## src/rtl/bsr_pkg.sv

```systemverilog
package bsr_pkg;

    typedef enum logic [2:0] {
        MODE_FUNC,
        MODE_SAMPLE,
        MODE_EXTEST,
        MODE_CLAMP,
        MODE_HIGHZ
    } bsr_mode_e;

    typedef struct packed {
        logic chain_en;     // strobes act on the chain
        logic drive_latch;  // pads and core inputs taken from latches
        logic force_off;    // all output enables forced low
    } bsr_ctrl_t;

    function automatic int bsr_len(input int n_out, input int n_in);
        return 2 * n_out + n_in;
    endfunction

    function automatic int bsr_oe_idx(input int n_in, input int p);
        return n_in + 2 * p;
    endfunction

    function automatic int bsr_data_idx(input int n_in, input int p);
        return n_in + 2 * p + 1;
    endfunction

    function automatic bsr_mode_e bsr_decode(input logic ext, input logic smp,
                                             input logic clp, input logic hz);
        if (hz)       return MODE_HIGHZ;
        else if (clp) return MODE_CLAMP;
        else if (ext) return MODE_EXTEST;
        else if (smp) return MODE_SAMPLE;
        else          return MODE_FUNC;
    endfunction

    function automatic bsr_ctrl_t bsr_ctrl(input bsr_mode_e m);
        bsr_ctrl_t c;
        c = '0;
        case (m)
            MODE_SAMPLE: c.chain_en = 1'b1;
            MODE_EXTEST: begin c.chain_en = 1'b1; c.drive_latch = 1'b1; end
            MODE_CLAMP:  c.drive_latch = 1'b1;
            MODE_HIGHZ:  c.force_off = 1'b1;
            default:     c = '0;
        endcase
        return c;
    endfunction

endpackage

```

## src/rtl/bsr_shift_stage.sv

```systemverilog
module bsr_shift_stage #(
    parameter int LEN = 12
) (
    input  logic           clk,
    input  logic           rst,
    input  logic           cap_en,
    input  logic           shift_en,
    input  logic [LEN-1:0] cap_vec,
    input  logic           tdi,
    output logic [LEN-1:0] sr
);
    generate
        if (LEN > 1) begin : g_multi
            always_ff @(posedge clk) begin
                if (rst)           sr <= '0;
                else if (cap_en)   sr <= cap_vec;
                else if (shift_en) sr <= {tdi, sr[LEN-1:1]};
            end
        end else begin : g_single
            always_ff @(posedge clk) begin
                if (rst)           sr <= '0;
                else if (cap_en)   sr <= cap_vec;
                else if (shift_en) sr <= tdi;
            end
        end
    endgenerate
endmodule

```

## src/rtl/bsr_update_latch.sv

```systemverilog
module bsr_update_latch #(
    parameter int LEN = 12
) (
    input  logic           clk,
    input  logic           rst,
    input  logic           upd_en,
    input  logic [LEN-1:0] d,
    output logic [LEN-1:0] q
);
    always_ff @(posedge clk) begin
        if (rst)         q <= '0;
        else if (upd_en) q <= d;
    end
endmodule

```

## src/rtl/bsr_pin_mux.sv

```systemverilog
module bsr_pin_mux
    import bsr_pkg::*;
#(
    parameter int N_OUT = 4,
    parameter int N_IN  = 4,
    localparam int LEN  = bsr_len(N_OUT, N_IN)
) (
    input  bsr_ctrl_t        ctrl,
    input  logic [LEN-1:0]   lat,
    input  logic [N_OUT-1:0] core_out,
    input  logic [N_OUT-1:0] core_oe,
    input  logic [N_IN-1:0]  pin_in,
    output logic [N_OUT-1:0] pin_out,
    output logic [N_OUT-1:0] pin_oe,
    output logic [N_IN-1:0]  core_in,
    output logic [LEN-1:0]   cap_vec
);
    for (genvar k = 0; k < N_IN; k++) begin : g_in
        assign cap_vec[k] = pin_in[k];
        assign core_in[k] = ctrl.drive_latch ? lat[k] : pin_in[k];
    end

    for (genvar p = 0; p < N_OUT; p++) begin : g_out
        localparam int OE_I = bsr_oe_idx(N_IN, p);
        localparam int D_I  = bsr_data_idx(N_IN, p);
        assign cap_vec[OE_I] = core_oe[p];
        assign cap_vec[D_I]  = core_out[p];
        assign pin_out[p]    = ctrl.drive_latch ? lat[D_I] : core_out[p];
        assign pin_oe[p]     = ctrl.force_off   ? 1'b0
                             : (ctrl.drive_latch ? lat[OE_I] : core_oe[p]);
    end
endmodule

```

## src/rtl/boundary_scan_chain.sv

```systemverilog
module boundary_scan_chain
    import bsr_pkg::*;
#(
    parameter int N_OUT = 4,
    parameter int N_IN  = 4
) (
    input  logic             clk,
    input  logic             rst,
    input  logic             capture_dr,
    input  logic             shift_dr,
    input  logic             update_dr,
    input  logic             sel_extest,
    input  logic             sel_sample,
    input  logic             sel_clamp,
    input  logic             sel_highz,
    input  logic             tdi,
    output logic             tdo,
    input  logic [N_OUT-1:0] core_out,
    input  logic [N_OUT-1:0] core_oe,
    output logic [N_OUT-1:0] pin_out,
    output logic [N_OUT-1:0] pin_oe,
    input  logic [N_IN-1:0]  pin_in,
    output logic [N_IN-1:0]  core_in
);
    localparam int LEN = bsr_len(N_OUT, N_IN);

    bsr_mode_e      mode;
    bsr_ctrl_t      ctrl;
    logic [LEN-1:0] sr_q;
    logic [LEN-1:0] lat_q;
    logic [LEN-1:0] cap_vec;

    assign mode = bsr_decode(sel_extest, sel_sample, sel_clamp, sel_highz);
    assign ctrl = bsr_ctrl(mode);
    assign tdo  = sr_q[0];

    bsr_shift_stage #(.LEN(LEN)) u_shift (
        .clk      (clk),
        .rst      (rst),
        .cap_en   (ctrl.chain_en & capture_dr),
        .shift_en (ctrl.chain_en & shift_dr),
        .cap_vec  (cap_vec),
        .tdi      (tdi),
        .sr       (sr_q)
    );

    bsr_update_latch #(.LEN(LEN)) u_latch (
        .clk    (clk),
        .rst    (rst),
        .upd_en (ctrl.chain_en & update_dr),
        .d      (sr_q),
        .q      (lat_q)
    );

    bsr_pin_mux #(.N_OUT(N_OUT), .N_IN(N_IN)) u_mux (
        .ctrl     (ctrl),
        .lat      (lat_q),
        .core_out (core_out),
        .core_oe  (core_oe),
        .pin_in   (pin_in),
        .pin_out  (pin_out),
        .pin_oe   (pin_oe),
        .core_in  (core_in),
        .cap_vec  (cap_vec)
    );
endmodule

```

## config.mk

```make
export PLATFORM = sky130hd
export DESIGN_NAME = boundary_scan_chain
export DESIGN_NICKNAME = d
export VERILOG_FILES = /design/src/rtl/bsr_pkg.sv /design/src/rtl/bsr_shift_stage.sv /design/src/rtl/bsr_update_latch.sv /design/src/rtl/bsr_pin_mux.sv /design/src/rtl/boundary_scan_chain.sv
export SDC_FILE = /design/constraint.sdc
export NUM_CORES = 1
export LEC_CHECK = 0
export ABC_AREA = 1
export BUFFER_PORTS_ARGS = -buffer_cell sky130_fd_sc_hd__buf_2
export CORE_MARGIN = 3
export CORE_UTILIZATION = 59
export CTS_BUF_LIST = sky130_fd_sc_hd__clkbuf_4
export CTS_CLUSTER_DIAMETER = 150
export DETAILED_ROUTE_END_ITERATION = 10
export PLACE_DENSITY = 0.87
export SKIP_LAST_GASP = 1
export SLEW_MARGIN = 20
export SYNTH_ARGS = -nofsm -noshare
export SYNTH_HDL_FRONTEND = slang
export SYNTH_SLANG_ARGS = --single-unit
```

## constraint.sdc

```tcl
create_clock -name clk -period 1.9 [get_ports clk]
set_input_delay 0.095 -clock clk [delete_from_list [all_inputs] [get_ports clk]]
set_output_delay 0.095 -clock clk [all_outputs]
set_load 0.01 [all_outputs]
```

==> results.py <==
metrics = {
    "synth": {
        "netlist.top_cell.by_area": "dfxtp_1",
        "post_synthesis_cells": 211,
        "synth_top_flop_cell": "dfxtp_1",
        "synth.net_count": 233,
        "cell_area_after_technology_mapping_um2": 1398,
        "ys.warnings.count": 0,
        "synth.area.top_cells": "dfxtp_1, inv_1, nand4_1",
        "synth-seq-cells": 24,
        "synthesis.area_per_instance_um2": 6.624,
        "asyncSetResetFlopFracSynth_pct": 0,
        "synth_enable_flop_cells": 0,
        "area_share_of_the_leading_cell_type_in_the_synthesized_netlist_pct": 34.38,
        "seq_area_frac_synth_pct": 34.38,
        "synthDistinctLibCells": 21,
    },
    "pwr": {
        "pwr_density_cell_nw_per_um2": 611.1,
        "design_power_total_mw": 0.9535,
        "vdd.ir_drop.worst_mv": 0.5548,
        "leakagePower_nw": 0.7810,
    },
    "timing": {
        "number_of_failing_setup_endpoints_in_the_final_timing_report": 0,
        "totalNegativeSetupSlack_ns": 0,
        "finalHoldWorstSlack_ns": 0.1634,
        "max_slew.worst_pin.slew_ns": 0.6277,
        "unrepaired_setup_endpoints_after_global_routing": "false",
        "post-route-period-util_pct": 70.16,
        "maximum_clock_rate_mhz": 750.2,
        "timing.slew.headroom_pct": 58.11,
        "report.final.slew_viol_count": 0,
        "layout_min_cycle_time_ns": 1.333,
        "finalWorstSetupSlack_ns": 0.5670,
        "timing_hold_violations_final": 0,
        "clock_skew_ns": 0.002009,
    },
    "critical_path": {
        "critical_path.reg2reg.startpoint": "u_shift.sr[8]",
        "crit-reg2reg-capture": "u_shift.sr[7]",
        "crit_start": "sel_clamp",
        "crit_path_category": "in2out",
        "worst_reg2reg_path_depth": 6,
        "critical_path.startpoint_type": "input pin",
        "required_ns": 1.80,
        "worst-r2r-setup-slack_ns": 1.02,
        "crit_path_max_fanout": 15,
        "worstSetupEndpointType": "primary output",
        "wp_data_arrival_ns": 1.24,
    },
    "place": {
        "gpl.final_weighted_congestion": 0.7811,
        "post_dp_cell_area_um2": 1538,
        "place_ws_ns": 0.5085,
        "dp_hpwl_um": 2462,
        "numPortBuffers": 34,
    },
    "cells_and_area": {
        "post_layout_net_count": 261,
        "final_cell_mix": "inv_1, buf_2, nand2_1",
        "number_of_antenna_repair_diodes": 0,
        "final_area_um2": 1560,
        "most_common_cell_after_layout_fill_and_taps_aside": "inv_1",
        "post_synthesis_to_final_layout_area_growth_pct": 11.64,
        "fraction_of_final_layout_cells_with_drive_strength_greater_than_1_pct": 23.21,
    },
    "die": {
        "fp.dieArea_um2": 2989,
        "ios": 35,
        "die_w_um": 54.67,
        "core_area_um2": 2102,
        "placementRows": 16,
        "start_util_pct": 66.49,
        "die_height_um": 54.67,
    },
    "grt": {
        "grt_start_max_net_pins": 26,
        "overflow": 0,
        "antenna_violations_before_repair": 0,
        "vias_in_the_first_global_route": 1181,
        "global_route_wire_length_before_repair_um": 5306,
        "track_usage_pct": 24.49,
    },
    "drt": {
        "route.final.wire_length_um": 3284,
        "via_count": 1418,
        "routedWlPerCell_um": 12.44,
        "dr.first_iter.drc_count": 68,
        "firstDrtPassIters": 4,
        "drcViolationCount": 0,
        "postRouteAntennaNets": 0,
        "routed_via_density": 5.371,
    },
    "clock_network": {
        "hold_buffers": 0,
        "cts.reportedPaths.clkPinSlew_ns": 0.13,
        "ctsHtreeMaxLevel": 1,
        "cts_buffers": 3,
        "count_of_clock_tree_sinks": 24,
        "postCtsSetupRepairBufs": 0,
        "cts_repair_resize_count": 0,
        "cts_tree": "built",
        "clockBufferDepth": 2,
        "clock_tree.root_cell": "clkbuf_4",
        "insertion_delay_ns": 0.31,
    },
    "flow_run": {
        "max-cap-violations": 0,
    },
    "min_path": {
        "worstHoldEndpoint": "u_shift.sr[2]",
        "hold_path.class": "in2reg",
        "worstHoldPathCells": 5,
        "worstHoldStart": "pin_in[2]",
    },
    "outcome": {
        "run_status": "finished clean",
    },
}
-- synthesized netlist by cell type (3+ instances only) --
cell      instances
o21ai_0           5
clkbuf_1          3
inv_1            41
nand2_2           3
dfxtp_1          24
nand4_1          24
a21oi_1          16
o21ai_2           8
buf_2             8
nand3_1          13
o21ai_1           7
nand2_1          31
nor2_1           20
-- through the flow --
stage	util (%)	instances
floorplan	-	211
global placement	73.15	261
detailed placement	73.15	261
CTS	74.23	264
global route	74.23	264
finish	74.23	264
-- worst max path at each step --
stage / slack (ns) / depth (start not counted) / endpoint
4_1_cts: 0.56 / 6 / core_in[1]
2_1_floorplan: 0.98 / 6 / core_in[0]
3_5_place_dp: 0.51 / 8 / u_shift.sr[2]
5_1_grt: 0.49 / 6 / core_in[1]
6_report: 0.57 / 6 / core_in[1]
3_3_place_gp: 0.56 / 8 / u_shift.sr[7]
-- worst max-delay path, stage by stage --
cell and delay, ns:
buf_2 0.12, nor2_2 0.11, or2_1 0.49, buf_4 0.23, o21ai_2 0.05, buf_2 0.13
-- kinds of logic (layout without fill, tap and decap cells) --
kind of cell	count (synthesis)	after routing	share of synthesized area [%]
AOI/OAI and AO/OA	36	36	15.04
buffers and inverters	56	82	17.73
DFF	24	24	34.38
and+or+nand+nor	95	95	32.86
-- flip-flops by register name, summed over array words and instances, names as in the netlist --
name,cells
u_shift.sr,12
u_latch.q,12
-- layer usage --
metal / part of all wire, % / routed length (um) / track usage, % / vias up
li1: - / - / - / 735
met1: 47 / 1535 / 35.86 / 619
met2: 43 / 1406 / 37.60 / 60
met3: 9.5 / 313 / 3.542 / 4
met4: 0.85 / 28 / 4.979 / 0
met5: 0 / 0 / 0 / -
-- power breakdown --
group	total, mW	internal, mW	switching, mW	leakage [nW]
combinational	0.195	0.0704	0.124	0.572
sequential	0.532	0.522	0.00948	0.195
clock	0.227	0.0742	0.153	0.0138
-- area by class of cell --
cell class	count	area, um2
sequential	24	480.5
clock buffer	3	22.52
inverter	41	153.9
timing repair buffer	38	200.2
tap	27	33.78
multi-input combinational	131	669.4
fill	191	541.8
No activity file was read; power rests on OpenSTA's default activity.
